<file path="src/rtl/tkc_pkg.sv">
package tkc_pkg;
   typedef enum logic [2:0] {
      RT_NONE,
      RT_KERNEL,
      RT_REDIRECT,
      RT_UNDEF,
      RT_TRAP
   } route_e;

   localparam logic [1:0] LVL_USER  = 2'd0;
   localparam logic [1:0] LVL_KERN  = 2'd1;
   localparam logic [1:0] LVL_HYP   = 2'd2;
   localparam logic [1:0] LVL_MON   = 2'd3;
endpackage

</file>
<file path="src/rtl/tkc_enc_match.sv">
module tkc_enc_match #(
   parameter logic [1:0] OP0_V   = 2'b11,
   parameter logic [2:0] OP1_PRI = 3'b000,
   parameter logic [2:0] OP1_ALT = 3'b101,
   parameter logic [3:0] CRN_V   = 4'b1110,
   parameter logic [3:0] CRM_V   = 4'b0001,
   parameter logic [2:0] OP2_V   = 3'b000
) (
   input  logic [1:0] op0,
   input  logic [2:0] op1,
   input  logic [3:0] crn,
   input  logic [3:0] crm,
   input  logic [2:0] op2,
   output logic       hit_pri,
   output logic       hit_alt
);
   logic common;

   generate
      if (OP1_PRI == OP1_ALT) begin : g_bad_alias
         $error("primary and alias op1 values must differ");
      end
   endgenerate

   always_comb begin
      common  = (op0 == OP0_V) && (crn == CRN_V) && (crm == CRM_V) && (op2 == OP2_V);
      hit_pri = common && (op1 == OP1_PRI);
      hit_alt = common && (op1 == OP1_ALT);
   end
endmodule

</file>
<file path="src/rtl/tkc_route.sv">
module tkc_route
   import tkc_pkg::*;
(
   input  logic       hit_pri,
   input  logic       hit_alt,
   input  logic [1:0] lvl,
   input  logic       host_mode,
   input  logic       nested_virt,
   input  logic       hyp_enabled,
   output route_e     route
);
   always_comb begin
      route = RT_NONE;
      if (hit_pri || hit_alt) begin
         if (lvl == LVL_USER) begin
            route = RT_UNDEF;
         end else if (hit_pri) begin
            if (lvl == LVL_HYP && host_mode) route = RT_REDIRECT;
            else                             route = RT_KERNEL;
         end else if (lvl == LVL_KERN) begin
            if (hyp_enabled && nested_virt) route = RT_TRAP;
            else                            route = RT_UNDEF;
         end else begin
            if (hyp_enabled && host_mode) route = RT_KERNEL;
            else                          route = RT_UNDEF;
         end
      end
   end
endmodule

</file>
<file path="src/rtl/tkc_store.sv">
module tkc_store #(
   parameter int                  DATA_W = 64,
   parameter int                  IMPL_W = 10,
   parameter logic [IMPL_W-1:0]   RST_V  = '0
) (
   input  logic              clk,
   input  logic              rst_n,
   input  logic              wr_en,
   input  logic [DATA_W-1:0] wdata,
   output logic [DATA_W-1:0] rdata
);
   logic [IMPL_W-1:0] q;

   always_ff @(posedge clk) begin
      if (!rst_n)     q <= RST_V;
      else if (wr_en) q <= wdata[IMPL_W-1:0];
   end

   generate
      if (IMPL_W == DATA_W) begin : g_full
         assign rdata = q;
      end else begin : g_pad
         logic unused_hi;
         assign unused_hi = ^wdata[DATA_W-1:IMPL_W];
         assign rdata     = {{(DATA_W-IMPL_W){1'b0}}, q};
      end
   endgenerate

   // contents move only on an enabled write
   p_hold_r4: assert property (@(posedge clk) disable iff (!rst_n)
      !wr_en |=> $stable(q))
      else $error("register changed without write enable");
endmodule

</file>
<file path="src/rtl/tkc_access_decoder.sv">
module tkc_access_decoder
   import tkc_pkg::*;
#(
   parameter int                 DATA_W   = 64,
   parameter int                 IMPL_W   = 10,
   parameter int                 EC_W     = 6,
   parameter logic [EC_W-1:0]    TRAP_EC  = 6'h18,
   parameter logic [2:0]         OP1_PRI  = 3'b000,
   parameter logic [2:0]         OP1_ALT  = 3'b101
) (
   input  logic              clk,
   input  logic              rst_n,
   input  logic              req_valid,
   input  logic              req_write,
   input  logic [1:0]        req_op0,
   input  logic [2:0]        req_op1,
   input  logic [3:0]        req_crn,
   input  logic [3:0]        req_crm,
   input  logic [2:0]        req_op2,
   input  logic [DATA_W-1:0] req_wdata,
   input  logic [1:0]        cur_el,
   input  logic              host_mode,
   input  logic              nested_virt,
   input  logic              hyp_enabled,
   output logic              rsp_valid,
   output logic [DATA_W-1:0] rsp_rdata,
   output logic              rsp_undef,
   output logic              rsp_trap,
   output logic [EC_W-1:0]   rsp_trap_class,
   output logic              rsp_redirect
);
   localparam int PAD_W = DATA_W - IMPL_W;

   generate
      if (IMPL_W < 3 || IMPL_W > DATA_W) begin : g_bad_width
         $error("IMPL_W must lie between 3 and DATA_W");
      end
   endgenerate

   logic              hit_pri, hit_alt;
   route_e            route;
   logic              wr_en;
   logic [DATA_W-1:0] store_rd;

   tkc_enc_match #(.OP1_PRI(OP1_PRI), .OP1_ALT(OP1_ALT)) u_match (
      .op0(req_op0), .op1(req_op1), .crn(req_crn), .crm(req_crm), .op2(req_op2),
      .hit_pri(hit_pri), .hit_alt(hit_alt)
   );

   tkc_route u_route (
      .hit_pri(hit_pri), .hit_alt(hit_alt), .lvl(cur_el),
      .host_mode(host_mode), .nested_virt(nested_virt), .hyp_enabled(hyp_enabled),
      .route(route)
   );

   assign wr_en = req_valid && req_write && (route == RT_KERNEL);

   tkc_store #(.DATA_W(DATA_W), .IMPL_W(IMPL_W)) u_store (
      .clk(clk), .rst_n(rst_n), .wr_en(wr_en), .wdata(req_wdata), .rdata(store_rd)
   );

   always_ff @(posedge clk) begin
      if (!rst_n) begin
         rsp_valid      <= 1'b0;
         rsp_rdata      <= '0;
         rsp_undef      <= 1'b0;
         rsp_trap       <= 1'b0;
         rsp_trap_class <= '0;
         rsp_redirect   <= 1'b0;
      end else begin
         rsp_valid      <= req_valid && (hit_pri || hit_alt);
         rsp_rdata      <= (req_valid && !req_write && route == RT_KERNEL) ? store_rd : '0;
         rsp_undef      <= req_valid && (route == RT_UNDEF);
         rsp_trap       <= req_valid && (route == RT_TRAP);
         rsp_trap_class <= (req_valid && route == RT_TRAP) ? TRAP_EC : '0;
         rsp_redirect   <= req_valid && (route == RT_REDIRECT);
      end
   end

   // outcomes are mutually exclusive
   p_one_outcome_r9: assert property (@(posedge clk) disable iff (!rst_n)
      $onehot0({rsp_undef, rsp_trap, rsp_redirect}))
      else $error("more than one outcome flag");

   // a trap always carries the fixed syndrome class
   p_trap_class_r5: assert property (@(posedge clk) disable iff (!rst_n)
      rsp_trap |-> (rsp_trap_class == TRAP_EC))
      else $error("trap class wrong");

   // level-0 access to either encoding is undefined
   p_user_undef_r2: assert property (@(posedge clk) disable iff (!rst_n)
      (req_valid && (hit_pri || hit_alt) && cur_el == LVL_USER) |=> rsp_undef)
      else $error("user-level access not undefined");

   // unmatched encodings give no response
   p_nomatch_r8: assert property (@(posedge clk) disable iff (!rst_n)
      (req_valid && !hit_pri && !hit_alt) |=> !rsp_valid)
      else $error("response for unmatched encoding");

   // reserved upper bits read as zero
   generate
      if (PAD_W > 0) begin : g_hi_chk
         p_upper_zero_r7: assert property (@(posedge clk) disable iff (!rst_n)
            rsp_rdata[DATA_W-1:IMPL_W] == '0)
            else $error("reserved bits nonzero");
      end
   endgenerate
endmodule

</file>
<file path="config.mk">
export PLATFORM = sky130hd
export DESIGN_NAME = tkc_access_decoder
export DESIGN_NICKNAME = d
export VERILOG_FILES = /design/src/rtl/tkc_pkg.sv /design/src/rtl/tkc_enc_match.sv /design/src/rtl/tkc_route.sv /design/src/rtl/tkc_store.sv /design/src/rtl/tkc_access_decoder.sv
export SDC_FILE = /design/constraint.sdc
export NUM_CORES = 1
export LEC_CHECK = 0
export BUFFER_PORTS_ARGS = -buffer_cell sky130_fd_sc_hd__buf_2
export CAP_MARGIN = 20
export CORE_UTILIZATION = 33
export CTS_CLUSTER_DIAMETER = 120
export CTS_CLUSTER_SIZE = 8
export DETAILED_ROUTE_END_ITERATION = 10
export HOLD_SLACK_MARGIN = 0.12
export PLACE_DENSITY = 0.8
export SYNTH_ARGS = -nofsm -noshare
export SYNTH_HDL_FRONTEND = slang
export SYNTH_SLANG_ARGS = --single-unit
</file>
<file path="constraint.sdc">
create_clock -name clk -period 2.33 [get_ports clk]
set_input_delay 0 -clock clk [delete_from_list [all_inputs] [get_ports clk]]
set_output_delay 0 -clock clk [all_outputs]
set_load 0.03 [all_outputs]
</file>
==> impl_metrics.ini <==
[cts]
root_buffer = clkbuf_8
cts_sinks = 24
path_clk_slew_ns = 0.08
h-tree-depth = 1
cts_buffer_depth = 2
ctsResizeCount = 0
post_cts_buffers = 0
cts_tree = done
cts_buffers = 3
insertion_delay_ns = 0.26
holdBufCountCts = 13

[routing]
final_antenna_net_count = 0
via_per_inst = 3.803
dr.pass1.iters = 4
drc = 0
post_drt_wl_per_cell_um = 8.178
wl_met3_um = 252
wl_met1_um = 896
vias = 1023
wl_met2_um = 1034
drt_wl_total_um = 2200
highest_layer = met4
drtIter0Drc = 44

[finish]
utilization_pct = 41.37
diodes = 0
areaGrowthSynthToFinish_pct = 19.14
nets = 309
drive_gt1_share_pct = 27.85
layout.cells.non_filler = 269

[power_and_ir_drop]
fin_total_pwr_uw = 879.9
leakagePower_uw = 0.0008465
irDropWorstVdd_mv = 0.2174
p_per_area_nw_per_um2 = 528.0

[worst_setup_path]
endpoint_kind = flip-flop
setup.worst_path.class = in -> reg
cp.required_ns = 2.54
cp_max_fo = 10
worstSetupStartpointType = primary input
rrSetupSlack_ns = 1.75
cp.arrival_ns = 2.12

[grt]
grt_pass1_wl_um = 3381
grt.total_usage_pct = 9.635
grt-ovfl-total = 0
grt_max_degree = 21
grt_pass1_vias = 859
antenna_found_initial = 0

[synthesis]
netlist_instances = 156
syn_avg_cell_area_um2 = 8.967
synth_common_cells = buf_4, dfxtp_1, nand2_1
yosysSeqAreaShare_pct = 34.35
synth_area_leader_cell = dfxtp_1
ys.flop_type = dfxtp_1
ys_warn_count = 0
ys_ff_latch = 24
netlist_top_cells_area = dfxtp_1, buf_4, mux2i_1
synthArstFlopShare_pct = 0
syn_area_um2 = 1399
yosysMostFrequentCell = buf_4
synth_top_area_share_pct = 34.35
synth-edff-count = 0
ys_types = 24

[die]
ios = 163
core_um2 = 4029
die_w_um = 67.11
dieHeight_um = 67.11
dieArea_um2 = 4503
start_util_pct = 34.72
row_count = 23

[placed_design]
port_buffers = 50
dp_cells = 252
gp_congestion = 0.7547
dp_hpwl_um = 1646

[sta]
timing_hold_violations_final = 0
fin_crit_sh_pct = 82.11
skew_ns = 0.002070
period_minus_slack_ns = 1.913
whs_ns = 0.1237
slew_violations = 0
rsz0062_at_grt = no
setup_viol = 0
fin_setup_tns_ns = 0
clock.fmax_mhz = 522.7

[worst_hold_path]
hold_path.class = in -> reg

[run_status]
outcome = finished, final reports clean

[run]
max_cap_viol_count = 0
==> final cells by class <==
class                      instances  area (µm²)
clock buffer                       4       55.05
fill                             420        2362
timing repair buffer              65       395.4
sequential                        24       480.5
multi-input combinational        123       661.9
inverter                           3       11.26
tap                               50       62.56
==> cells in the final DEF (no fill, tap or decap) <==
cell / Yosys / final
a21oi_1: 1 / 1
and2_1: 10 / 10
and3b_1: 1 / 1
and4b_1: 1 / 1
buf_2: 0 / 50
buf_4: 61 / 2
clkbuf_8: 0 / 4
conb_1: 1 / 58
dfxtp_1: 24 / 24
dlygate4sd3_1: 0 / 13
inv_1: 3 / 3
mux2i_1: 11 / 11
nand2_1: 22 / 22
nand3b_1: 1 / 1
nand4b_1: 2 / 2
nor2_1: 3 / 3
nor3_1: 2 / 2
nor3b_1: 3 / 3
nor4_2: 0 / 1
nor4_4: 1 / 1
nor4b_2: 1 / 1
o32a_1: 1 / 1
or3_1: 1 / 1
or3b_2: 1 / 1
or4b_4: 1 / 1
xor2_1: 1 / 1
==> stage by stage <==
step                      worst slack [ns]  instance area [µm²]
after floorplan                     0.6351                 1613
after CTS                           0.4132                 1667
final                               0.4168                 1667
after detailed placement            0.2923                 1481
after global placement              0.2870                 1481
after global routing                0.2663                 1667
==> power breakdown <==
part	switching (µW)	total (µW)	internal (µW)
Sequential	0.000199	410	410
Combinational	151	196	44.8
Clock	124	275	151
Total	275	880	605
==> final timing paths <==
kind / from / to / depth (start not counted)
worst min-delay path: req_write / rsp_rdata[3] / 3
worst max-delay path: hyp_enabled / rsp_rdata[2] / 7
worst min register to register: u_store.q[8] / u_store.q[8] / 2
worst max register to register: u_store.q[2] / u_store.q[2] / 2
==> cell families after synthesis <==
logic type,Yosys count,share of synthesized area [%]
AOI/OAI and AO/OA,2,1.073
xor gates and xnor gates,1,0.6262
buffers and inverters,66,34.08
DFF,24,34.35
muxes,11,7.872
other,1,0.2681
and+or+nand+nor,51,21.74
==> routing by layer <==
layer,vias up,GRT usage [%]
li1,511,-
met1,433,10.38
met2,75,18.63
met3,4,2.055
met4,0,2.394
met5,-,0
==> sequential cells by signal (all words and copies together) (netlist names) <==
name / flops
rsp_rdata: 10
rsp_valid: 1
u_store.q: 10
rsp_redirect: 1
rsp_undef: 1
rsp_trap_class: 1
==> critical path: stages <==
cell and delay (ns):
dlygate4sd3_1 0.53, buf_2 0.13, nand4b_1 0.10, mux2i_1 0.13
or4b_4 0.56, nor4_4 0.48, and2_1 0.20
No activity file was read; power rests on OpenSTA's default activity.
